**config.mk**
```make
export PLATFORM = sky130hd
export DESIGN_NAME = mp_sysctl
export DESIGN_NICKNAME = d
export VERILOG_FILES = /design/src/rtl/mp_sysctl.sv
export SDC_FILE = /design/constraint.sdc
export NUM_CORES = 1
export LEC_CHECK = 0
export BUFFER_PORTS_ARGS = -buffer_cell sky130_fd_sc_hd__buf_2
export CAP_MARGIN = 25
export CORE_UTILIZATION = 40
export CTS_BUF_LIST = sky130_fd_sc_hd__clkbuf_2 sky130_fd_sc_hd__clkbuf_4 sky130_fd_sc_hd__clkbuf_8
export CTS_CLUSTER_SIZE = 30
export DETAILED_ROUTE_END_ITERATION = 8
export HOLD_SLACK_MARGIN = 0.1
export PLACE_DENSITY = 0.88
export SYNTH_ARGS = -nofsm -noshare
export SYNTH_HDL_FRONTEND = slang
export SYNTH_SLANG_ARGS = --single-unit
```
**constraint.sdc**
```tcl
create_clock -name clk -period 2 [get_ports clk]
set_clock_uncertainty 0.2 [all_clocks]
set_input_delay 0.4 -clock clk [delete_from_list [all_inputs] [get_ports clk]]
set_output_delay 0.4 -clock clk [all_outputs]
set_load 0.005 [all_outputs]
```
**src/rtl/mp_sysctl.sv**
```systemverilog
module mp_sysctl #(
  parameter int NCPU      = 4,
  parameter bit HAS_COUNT = 1'b1,
  parameter int ID_W      = (NCPU > 1) ? $clog2(NCPU) : 1
) (
  input  logic            clk,
  input  logic            rst_n,
  input  logic            req,
  input  logic            wr,
  input  logic [7:0]      addr,
  input  logic [1:0]      size,
  input  logic [31:0]     wdata,
  input  logic [ID_W-1:0] cpu_id,
  output logic [31:0]     rdata,
  output logic            halt,
  output logic [7:0]      exit_code,
  output logic [NCPU-1:0] irq
);
  localparam logic [7:0] ADDR_MASK = 8'h2F;
  localparam logic [7:0] OFF_HALT  = 8'h00;
  localparam logic [7:0] OFF_ID    = 8'h04;
  localparam logic [7:0] OFF_IRQ   = 8'h08;
  localparam logic [7:0] OFF_CNT   = 8'h0A;
  localparam logic [31:0] CNT_VAL  = HAS_COUNT ? 32'(NCPU) : 32'd0;

  logic [7:0]  off;
  logic        do_halt, do_irq, do_rd, lvl;
  logic [7:0]  line_sel;
  logic [31:0] rd_next;

  assign off      = addr & ADDR_MASK;
  assign do_halt  = req && wr && (off == OFF_HALT);
  assign do_irq   = req && wr && (off == OFF_IRQ);
  assign do_rd    = req && !wr;
  assign line_sel = wdata[7:0];
  assign lvl      = (size != 2'd0) && (wdata[15:8] != 8'd0);

  always_comb begin
    case (off)
      OFF_ID:  rd_next = 32'(cpu_id);
      OFF_CNT: rd_next = CNT_VAL;
      default: rd_next = 32'd0;
    endcase
  end

  always_ff @(posedge clk or negedge rst_n) begin
    if (!rst_n) begin
      rdata     <= '0;
      halt      <= 1'b0;
      exit_code <= '0;
    end else begin
      halt <= do_halt;
      if (do_halt) exit_code <= wdata[7:0];
      if (do_rd)   rdata     <= rd_next;
    end
  end

  for (genvar g = 0; g < NCPU; g++) begin : g_line
    always_ff @(posedge clk or negedge rst_n) begin
      if (!rst_n)                              irq[g] <= 1'b0;
      else if (do_irq && line_sel == 8'(g))    irq[g] <= lvl;
    end
  end
endmodule

```
==> flow_summary.ini <==
[outcome]
status = finished, final reports clean

[floorplanning]
die_x_um = 50.9
start_util_pct = 42.7
fp.dieH_um = 50.9
dieArea_um2 = 2590
ioPinCount = 93
core_um2 = 2230
row_count = 17

[timing]
max_freq_mhz = 542
hold_viol_final = 0
fin_tns_setup_ps = 0
maxSlewViolCount = 0
min_period_over_period_pct = 92.2
finalHoldWorstSlack_ps = 146
setup_viol = 0
grt_setup_unrepaired = false
fin_crit_ps = 1840

[global_routing]
grt_start_max_net_pins = 17
grt-ovfl-total = 0
grt_usage_pct = 14.7
antenna_found_initial = 0
grt_pass1_wl_um = 2860
grt_pass1_vias = 691

[pwr]
peakVddDrop_v = 0.000459
p_total_uw = 683
pwr_density_cell_nw_per_um2 = 592
p_leak_uw = 0.000646

[cts]
path_clk_slew_ps = 90
cts_resized = 0
cts.sinks = 16
cts_setup_buffers = 0
htreeDepth = 1
numCtsBuffers = 3
postCtsHoldBufs = 1
cts-root-buf = clkbuf_4
insertion_delay_ps = 270
cts_tree = built
clk_path_buf_depth = 2

[hold_path]
min_path_type = input pin to register

[routing]
post_drt_wl_per_cell_um = 10.9
wl_um = 1790
postRouteAntennaNets = 0
drc = 0
first_iter_violations = 8
via_count = 741
vias_per_cell = 4.49
drt_pass1_iterations = 4

[setup_path]
cp-start-kind = input pin
cp_slowest_stage_delay_ps = 560
worst-path-max-fanout = 4
cp.required_ps = 1970
cp_slowest_cell = or4_4
critPathBufInv = 1
crit_path_end_kind = register
critPathKind = input pin to register
critPathTopFamily = simple AND/OR/NAND/NOR gates
worstPathArrival_ps = 1810
worstPathCellList = buf_2 > or4_4 > nor4_1 > mux2_2

[finish]
final_common_cell = buf_2
nFillCells = 210
insertedDiodeCount = 0
fin_util_pct = 51.7
drive_above_1_share_pct = 47.4
fin_nets = 186
most-common-layout-cells = 44 x buf_2, 29 x conb_1, 16 x dfrtp_1
synthToLayoutAreaGrowth_pct = 20.8
stdcell_area_um2 = 1150

[logic_synthesis]
syn_avg_cell_area_um2 = 10.8
ys.warnings.count = 0
synth-seq-cells = 16
yosys.cell_types.count = 21
synth_cells = 88
synth_area_um2 = 955
synth-seq-area-share_pct = 41.9

[place]
place.gp.congestion = 0.723
port_buffers = 44
post_dp_cell_area_um2 = 1110
dp_hpwl_um = 1530

[job]
cap_violations = 0
-- cells in the mapped netlist (all sizes together) --
cell type	number	area, um^2
a21oi	1	5.00
and4b	1	10.0
buf	30	223
conb	1	3.75
dfrtp	16	400
inv	1	3.75
mux2	12	135
nand2	6	22.5
nand2b	1	6.26
nand4	1	6.26
nand4b	2	17.5
nor2	1	3.75
nor2b	1	6.26
nor4	7	50.1
o21ai	2	10.0
o41ai	1	8.76
or3b	1	8.76
or4	2	22.5
or4bb	1	11.3
-- cell families (layout without fill, tap and decap cells) --
| family | Yosys count | after routing | synth area share, % |
|---|---|---|---|
| mux | 12 | 12 | 14.2 |
| other cells | 1 | 29 | 0.393 |
| flops | 16 | 16 | 41.9 |
| buf+inv | 31 | 52 | 23.7 |
| compound gates | 4 | 4 | 2.49 |
| simple gates | 24 | 24 | 17.3 |
-- final timing paths --
check,endpoint,startpoint,slack [ps],depth (start not counted)
setup reg to reg,exit_code[5],exit_code[5],1040,1
max in group asynchronous,irq[3],rst_n,980,2
setup / recovery,irq[3],wdata[3],160,4
hold reg to reg,rdata[2],rdata[2],290,2
min in group asynchronous,exit_code[7],rst_n,360,2
hold / removal,rdata[1],cpu_id[1],150,3
-- tightest hold or removal path, cell delays in order --
cell and delay, ps:
buf_2 100, nand2_1 40, o21ai_0 60
-- area by class of cell --
| cell class | instances | area (um^2) | area share [%] |
|---|---|---|---|
| Clock buffer | 4 | 36.3 | 3.15 |
| Inverter | 1 | 3.75 | 0.325 |
| Multi-Input combinational cell | 69 | 433 | 37.5 |
| Sequential cell | 16 | 400 | 34.7 |
| Tap cell | 28 | 35.0 | 3.04 |
| Timing Repair Buffer | 47 | 245 | 21.3 |
-- flip-flops by register name (all words and copies together) (netlist names) --
| signal | cells |
|---|---|
| exit_code | 8 |
| halt | 1 |
| irq | 4 |
| rdata | 3 |
-- through the flow --
| step | setup WS (ps) | instances |
|---|---|---|
| 5_1_grt | 111 | 165 |
| 3_5_place_dp | -146 | 160 |
| 3_3_place_gp | -76.1 | 160 |
| 4_1_cts | 160 | 165 |
| 6_report | 156 | 165 |
| 2_1_floorplan | 103 | 116 |
-- routing by layer --
layer,track usage [%],up-vias,share of wire (%)
li1,-,348,-
met2,27.3,54,51
met1,16.7,339,40
met5,0,-,0
met4,4.17,0,0
met3,3.27,0,8.9
-- power by group --
group / total (uW) / internal (uW) / switching [uW]
registers: 357 / 346 / 11.5
logic: 118 / 59.9 / 58.6
clock network: 207 / 111 / 96.3
Power figures use the tool's default switching activity.
